`src/rtl/sdd_pkg.sv`:
```
package sdd_pkg;
  localparam int ADDR_W = 2;
  localparam logic [ADDR_W-1:0] ADDR_VALUE = 2'd0;
  localparam logic [ADDR_W-1:0] ADDR_CTRL  = 2'd1;

  typedef struct packed {
    logic run;
    logic tick;
  } sddStrobes_t;
endpackage

```
`src/rtl/sdd_ctrl.sv`:
```
module sdd_ctrl
  import sdd_pkg::*;
#(
  parameter int DATA_W   = 16,
  parameter int TICK_DIV = 4
) (
  input  logic              clk,
  input  logic              rstN,
  input  logic              wrEn,
  input  logic [ADDR_W-1:0] wrAddr,
  input  logic [DATA_W-1:0] wrData,
  input  logic [ADDR_W-1:0] rdAddr,
  output logic [DATA_W-1:0] rdData,
  output logic [DATA_W-1:0] setpoint,
  output sddStrobes_t       strb
);
  localparam int CNT_W = (TICK_DIV > 1) ? $clog2(TICK_DIV) : 1;
  localparam logic [CNT_W-1:0] CNT_LAST = CNT_W'(TICK_DIV - 1);

  logic             runFlag;
  logic [CNT_W-1:0] divCnt;

  always_ff @(posedge clk or negedge rstN) begin
    if (!rstN) begin
      setpoint <= '0;
      runFlag  <= 1'b0;
    end else if (wrEn) begin
      if (wrAddr == ADDR_VALUE) setpoint <= wrData;
      if (wrAddr == ADDR_CTRL)  runFlag  <= wrData[0];
    end
  end

  always_ff @(posedge clk or negedge rstN) begin
    if (!rstN)                  divCnt <= '0;
    else if (!runFlag)          divCnt <= '0;
    else if (divCnt == CNT_LAST) divCnt <= '0;
    else                        divCnt <= divCnt + 1'b1;
  end

  always_comb begin
    strb.run  = runFlag;
    strb.tick = runFlag && (divCnt == CNT_LAST);
  end

  always_comb begin
    unique case (rdAddr)
      ADDR_VALUE: rdData = setpoint;
      ADDR_CTRL:  rdData = {{(DATA_W-1){1'b0}}, runFlag};
      default:    rdData = '0;
    endcase
  end

  // a setpoint write is visible one edge later
  p_value_load_r5: assert property (@(posedge clk) disable iff (!rstN)
    (wrEn && wrAddr == ADDR_VALUE) |=> (setpoint == $past(wrData)));
  // a control write sets the run flag
  p_run_load_r5: assert property (@(posedge clk) disable iff (!rstN)
    (wrEn && wrAddr == ADDR_CTRL) |=> (strb.run == $past(wrData[0])));
  // writes to unused addresses leave both registers alone
  p_unused_ignored_r8: assert property (@(posedge clk) disable iff (!rstN)
    (wrEn && wrAddr != ADDR_VALUE && wrAddr != ADDR_CTRL) |=> ($stable(setpoint) && $stable(strb.run)));
  // ticks are never back to back
  p_tick_spacing_r3: assert property (@(posedge clk) disable iff (!rstN)
    strb.tick |=> !strb.tick);
endmodule

```
`src/rtl/sdd_datapath.sv`:
```
module sdd_datapath
  import sdd_pkg::*;
#(
  parameter int DATA_W = 16
) (
  input  logic              clk,
  input  logic              rstN,
  input  sddStrobes_t       strb,
  input  logic [DATA_W-1:0] setpoint,
  output logic              dacOut,
  output logic              dacDrive
);
  localparam logic [DATA_W-1:0] QUARTER = DATA_W'(1) << (DATA_W - 2);

  logic [DATA_W-1:0] offsetCode;
  logic [DATA_W-1:0] stepCode;
  logic [DATA_W:0]   sum;
  logic [DATA_W-1:0] acc;
  logic              bitReg;

  always_comb begin
    offsetCode = {~setpoint[DATA_W-1], setpoint[DATA_W-2:0]};
    stepCode   = (offsetCode >> 1) + QUARTER;
    sum        = {1'b0, acc} + {1'b0, stepCode};
  end

  always_ff @(posedge clk or negedge rstN) begin
    if (!rstN) begin
      acc    <= '0;
      bitReg <= 1'b0;
    end else if (!strb.run) begin
      acc    <= '0;
      bitReg <= 1'b0;
    end else if (strb.tick) begin
      acc    <= sum[DATA_W-1:0];
      bitReg <= sum[DATA_W];
    end
  end

  assign dacOut   = bitReg & strb.run;
  assign dacDrive = strb.run;

  // stopping empties the accumulator
  p_acc_cleared_r4: assert property (@(posedge clk) disable iff (!rstN)
    !strb.run |=> (acc == '0));
  // output holds between ticks while running
  p_hold_between_ticks_r3: assert property (@(posedge clk) disable iff (!rstN)
    (strb.run && !strb.tick && $past(strb.run)) |=> (strb.run -> $stable(dacOut)));
  // accumulator only moves on a tick while running
  p_acc_moves_on_tick_r6: assert property (@(posedge clk) disable iff (!rstN)
    (strb.run && !strb.tick) |=> $stable(acc));
endmodule

```
`src/rtl/sigma_delta_dac.sv`:
```
module sigma_delta_dac
  import sdd_pkg::*;
#(
  parameter int DATA_W   = 16,
  parameter int TICK_DIV = 4
) (
  input  logic              clk,
  input  logic              rstN,
  input  logic              wrEn,
  input  logic [ADDR_W-1:0] wrAddr,
  input  logic [DATA_W-1:0] wrData,
  input  logic [ADDR_W-1:0] rdAddr,
  output logic [DATA_W-1:0] rdData,
  output logic              dacOut,
  output logic              dacDrive
);
  sddStrobes_t       strb;
  logic [DATA_W-1:0] setpoint;

  sdd_ctrl #(.DATA_W(DATA_W), .TICK_DIV(TICK_DIV)) uCtrl (
    .clk(clk), .rstN(rstN), .wrEn(wrEn), .wrAddr(wrAddr), .wrData(wrData),
    .rdAddr(rdAddr), .rdData(rdData), .setpoint(setpoint), .strb(strb)
  );

  sdd_datapath #(.DATA_W(DATA_W)) uData (
    .clk(clk), .rstN(rstN), .strb(strb), .setpoint(setpoint),
    .dacOut(dacOut), .dacDrive(dacDrive)
  );

  // the pin is driven only while running
  p_drive_off_low_r7: assert property (@(posedge clk) disable iff (!rstN)
    !dacDrive |-> !dacOut);
endmodule

```
`config.mk`:
```
export PLATFORM = sky130hd
export DESIGN_NAME = sigma_delta_dac
export DESIGN_NICKNAME = d
export VERILOG_FILES = /design/src/rtl/sdd_pkg.sv /design/src/rtl/sdd_ctrl.sv /design/src/rtl/sdd_datapath.sv /design/src/rtl/sigma_delta_dac.sv
export SDC_FILE = /design/constraint.sdc
export NUM_CORES = 1
export LEC_CHECK = 0
export BUFFER_PORTS_ARGS = -buffer_cell sky130_fd_sc_hd__buf_2
export CAP_MARGIN = 5
export CORE_AREA = 2 2 96 98
export CTS_CLUSTER_SIZE = 8
export DETAILED_ROUTE_END_ITERATION = 10
export DIE_AREA = 0 0 98 100
export GPL_ROUTABILITY_DRIVEN = 0
export SYNTH_ARGS = -nofsm -noshare
export SYNTH_HDL_FRONTEND = slang
export SYNTH_HIERARCHICAL = 1
export SYNTH_SLANG_ARGS = --single-unit
export TNS_END_PERCENT = 50
```
`constraint.sdc`:
```
create_clock -name clk -period 3 [get_ports clk]
set_clock_uncertainty 0.2 [all_clocks]
set_input_delay 0.3 -clock clk [delete_from_list [all_inputs] [get_ports clk]]
set_output_delay 0.3 -clock clk [all_outputs]
set_load 0.05 [all_outputs]
```
-- Yosys cells after proc, flatten, opt, wreduce, memory -nomap -nowiden
Index checks and enable logic that the tools add are counted.
- bitwise logic cells: 2
- reduce and logical (&&, ||, !) cells: 5
- eq/ne operators: 4
- multiplexer cells: 7
- add/subtract/negate cells: 3
- operator list (kind ; count):
    16-bit 2-to-1 mux ; 2
    16-bit one-hot mux with 2 select lines ; 1
    16-bit by 16-bit adder with 17-bit output ; 1
    15-bit by 15-bit adder with 16-bit output (second input constant) ; 1
    2-bit by 1-bit equality test with 1-bit output (second input constant) ; 2
    2-bit zero test ; 2
    2-bit 2-to-1 mux ; 2
    2-bit AND reduction ; 2
    2-bit by 1-bit adder with 2-bit output (second input constant) ; 1
    2-bit equality test (second input constant) ; 1
    1-bit 2-to-1 mux ; 2
    2-bit inequality test (second input constant) ; 1
    1-bit bitwise AND ; 1
    1-bit logical AND ; 1
    1-bit NOT ; 1
- flip-flop bits (word level): 36
- logic and storage cells: 26

-- Depth between registers and ports, before layout
- depth after elaboration: 5
- depth in mapped cells: 8
- gate-level depth less buffers: 8

-- Modules after synthesis
The synthesis kept the hierarchy.
- by module, submodules not included (module ; sequential area each (um2) ; area each (um2) ; instances ; cells each):
    sdd_datapath ; 425.4 ; 1681.6 ; 1 ; 177
    sdd_ctrl ; 475.5 ; 863.3 ; 1 ; 63

-- Least setup slack after synthesis
Ideal clock, no wire load.
- kind: register to register
- from: reg uCtrl.setpoint[2]
- to: reg uData.acc[13]
- clock period less this slack: 2686 ps
- cell stages (with the launch flop): 9
- data required time: 2676 ps
- library setup time: 124 ps
- slack: 314 ps
- data arrival time: 2362 ps
- path through: dfrtp_1 -> ha_1 -> ha_1 -> fa_1 -> a21o_1 -> a311oi_2 -> o211a_1 -> nor3_1 -> a211o_1
- cells in the longest elaborated chain, start to end: 4
- RTL lines (what ; RTL line ; source):
    from (decl) ; sdd_ctrl.sv:14 ; output logic [DATA_W-1:0] setpoint,
    from (signal assigned) ; sdd_ctrl.sv:28 ; if (wrAddr == ADDR_VALUE) setpoint <= wrData;
    15-bit by 15-bit adder with 16-bit output ; sdd_datapath.sv:23 ; stepCode = (offsetCode >> 1) + QUARTER;
    16-bit by 16-bit adder with 17-bit output ; sdd_datapath.sv:24 ; sum = {1'b0, acc} + {1'b0, stepCode};
    16-bit 2-to-1 mux ; sdd_datapath.sv:34 ; end else if (strb.tick) begin
    16-bit 2-to-1 mux ; sdd_datapath.sv:31 ; end else if (!strb.run) begin
    to (signal assigned) ; sdd_datapath.sv:35 ; acc <= sum[DATA_W-1:0];
    to (decl) ; sdd_datapath.sv:18 ; logic [DATA_W-1:0] acc;
Every way passes these cells. The select of a mux whose other input is x is not followed.
A chain may end at the register's enable or synchronous reset.

-- Worst setup path after layout
Same ends and word-level chain as after synthesis.

==> results_dict.tcl <==
set metrics [dict create \
    cp.arrival_ns 2.80 \
    antenna_found_initial 0 \
    cts_root_buf "clkbuf_8" \
    drv_slew 0 \
    hold_path.class "in -> reg" \
    syn2layout_area_growth_pct 16.96 \
    core.rowCount 35 \
    crit_path_max_fanout 5 \
    post_cts_buffers 0 \
    antenna_cells 0 \
    wirelength_um 5583 \
    start_util_pct 28.63 \
    async_flop_share_pct 100.0 \
    drtAntennaViolNets 0 \
    place_ws_ns 0.1359 \
    most-common-layout-cells "buf_2 (40), dfrtp_1 (36), ha_1 (31), and2_1 (19), mux2_2 (17)" \
    synth_area_um2 2545 \
    synth-xor-area-share_pct 2.065 \
    synth_edf_count 0 \
    path_clk_slew_ns 0.08 \
    leakage_nw 1.478 \
    yosys.area_share.simple_pct 14.11 \
    setup-tns-final_ns 0 \
    cts.sinks 36 \
    tritoncts "done" \
    ios 41 \
    finalCritPeriodShare_pct 94.02 \
    power_density_nw_per_um2 522.7 \
    whs_ns 0.03552 \
    drv_cap 0 \
    syn_inst 240 \
    grt_overflow 0 \
    synth_compound_area_share_pct 18.58 \
    synth_mux_area_share_pct 9.882 \
    ys_seq_area_share_pct 35.40 \
    die_x_um 98 \
    clock_latency_ns 0.29 \
    syn_nets 295 \
    die_area_um2 9800 \
    grt_pass1_vias 1944 \
    rsz0062_at_grt "no" \
    hold_path_depth 2 \
    wl_per_cell_um 14.21 \
    yosys_warnings 6 \
    portBuffers 40 \
    timing_hold_violations_final 0 \
    ir_drop_v 0.0002106 \
    numCtsBuffers 5 \
    cp-start-kind "register" \
    fill_cells 911 \
    fp.dieH_um 100 \
    fin_total_pwr_mw 1.556 \
    drc 0 \
    routed-via-count 1944 \
    crit_type "reg -> reg" \
    track_usage_pct 11.76 \
    viasPerCell 4.947 \
    status "finished clean" \
    drive_gt1_share_pct 27.30 \
    grt_pass1_wl_um 9259 \
    slew_headroom_pct 43.04 \
    ys.flop_type "dfrtp_1" \
    tightest_slew_ns 0.8535 \
    setup_viol 0 \
    first_pass_iters 4 \
    crit_path_end_kind "register" \
    rr_worst_depth 8 \
    htree_levels 2 \
    fin_crit_ns 2.821 \
    max_freq_mhz 354.5 \
    grt_max_degree 37 \
    core_um2 8890 \
    required_ns 2.98 \
    stdcell_count 393 \
    post-dp-hpwl_um 4161 \
    synth_top_family_by_area "compound AO/OA/AOI/OAI gates" \
    cts_buffer_depth 2 \
    ys_ff_latch 36 \
    layout.nets 336 \
    dp.cells 384 \
    yosysUniqueCellTypes 53 \
    syn_area_per_cell_um2 10.60 \
    synth-adder-area-share_pct 16.03 \
    setup_ws_ns 0.1794 \
    drt_iter0_markers 85 \
    final_common_cell "buf_2" \
]
## cells by family after synthesis
kind of cell             after synthesis
adder cells (fa/ha/maj)               32
AND/OR/NAND/NOR                       62
AO/OA/AOI/OAI                         62
buffers and inverters                 19
multiplexers                          23
flip-flops                            36
XOR/XNOR                               6
## critical path, stage by stage, from the launching register on
cell and delay [ns]:
dfrtp_1 0.40, ha_1 0.30, ha_1 0.23, fa_1 0.41, a21o_1 0.25, a311oi_4 0.40
o211a_1 0.23, nor3_1 0.05, a211o_1 0.27
## path summary, 6_finish.rpt
kind	from	end	slack [ns]
max	uCtrl/setpoint[2]	uData/acc[13]	0.18
min	wrData[9]	uCtrl/setpoint[9]	0.04
max reg2reg	uCtrl/setpoint[2]	uData/acc[13]	0.18
min reg2reg	uCtrl/divCnt[0]	uCtrl/divCnt[0]	0.26
max in group asynchronous	rstN	uData/acc[9]	1.65
min in group asynchronous	rstN	uCtrl/setpoint[12]	0.43
## repair_timing
action,in CTS,in global routing
resized for setup,0,1
setup endpoints to repair,0,2
hold buffers,1,0
hold endpoints to repair,36,0
## flip-flops by register name (all words and copies together), names as in the netlist
register / flops
uCtrl/divCnt: 2
uData/acc: 16
uData/bitReg: 1
uCtrl/runFlag: 1
uCtrl/setpoint: 16
## power by group
group | internal, mW | switching [mW]
clock | 0.246 | 0.181
sequential | 0.551 | 0.0468
combinational | 0.209 | 0.321
## cells in the mapped netlist (4+ instances only)
cell type   n  area (µm²)
inv_1       8       30.03
o21ai_0     9       45.04
a21oi_1    11       55.05
and2_1     19       118.9
nand3_1     5       25.02
mux2i_1     6       60.06
nand2_1    11       41.29
ha_1       31       387.9
a21o_1      7       52.55
nor2b_1     6       37.54
clkbuf_1    4       15.01
nand3b_1    4       30.03
nor2_1      4       15.01
xor2_1      4       35.03
nor3_1      5       25.02
mux2_2     17       191.4
dfrtp_1    36       900.9
## per-stage QoR
step,instance area [µm²],utilization [%]
after floorplan,2545,-
after CTS,2965,33.36
after detailed placement,2844,31.99
after global routing,2977,33.48
after global placement,2844,31.99
final,2977,33.48
## area by class of cell
type / instances / area [µm²] / share of cell area [%]
clock buffer: 5 / 68.82 / 2.312
tap: 111 / 138.9 / 4.666
inverter: 8 / 30.03 / 1.009
sequential: 36 / 900.9 / 30.26
clock inverter: 3 / 42.54 / 1.429
multi-input combinational: 185 / 1555 / 52.25
timing repair buffer: 45 / 240.2 / 8.071
## layer usage
metal / up-vias / part of all wire, % / track usage [%]
met5: - / 0 / 0
met4: 0 / 0.99 / 3.846
met3: 4 / 4.5 / 2.368
met2: 45 / 48 / 20.39
met1: 923 / 47 / 14.74
li1: 972 / - / -
Note: power is estimated with default switching activity, not from simulation.
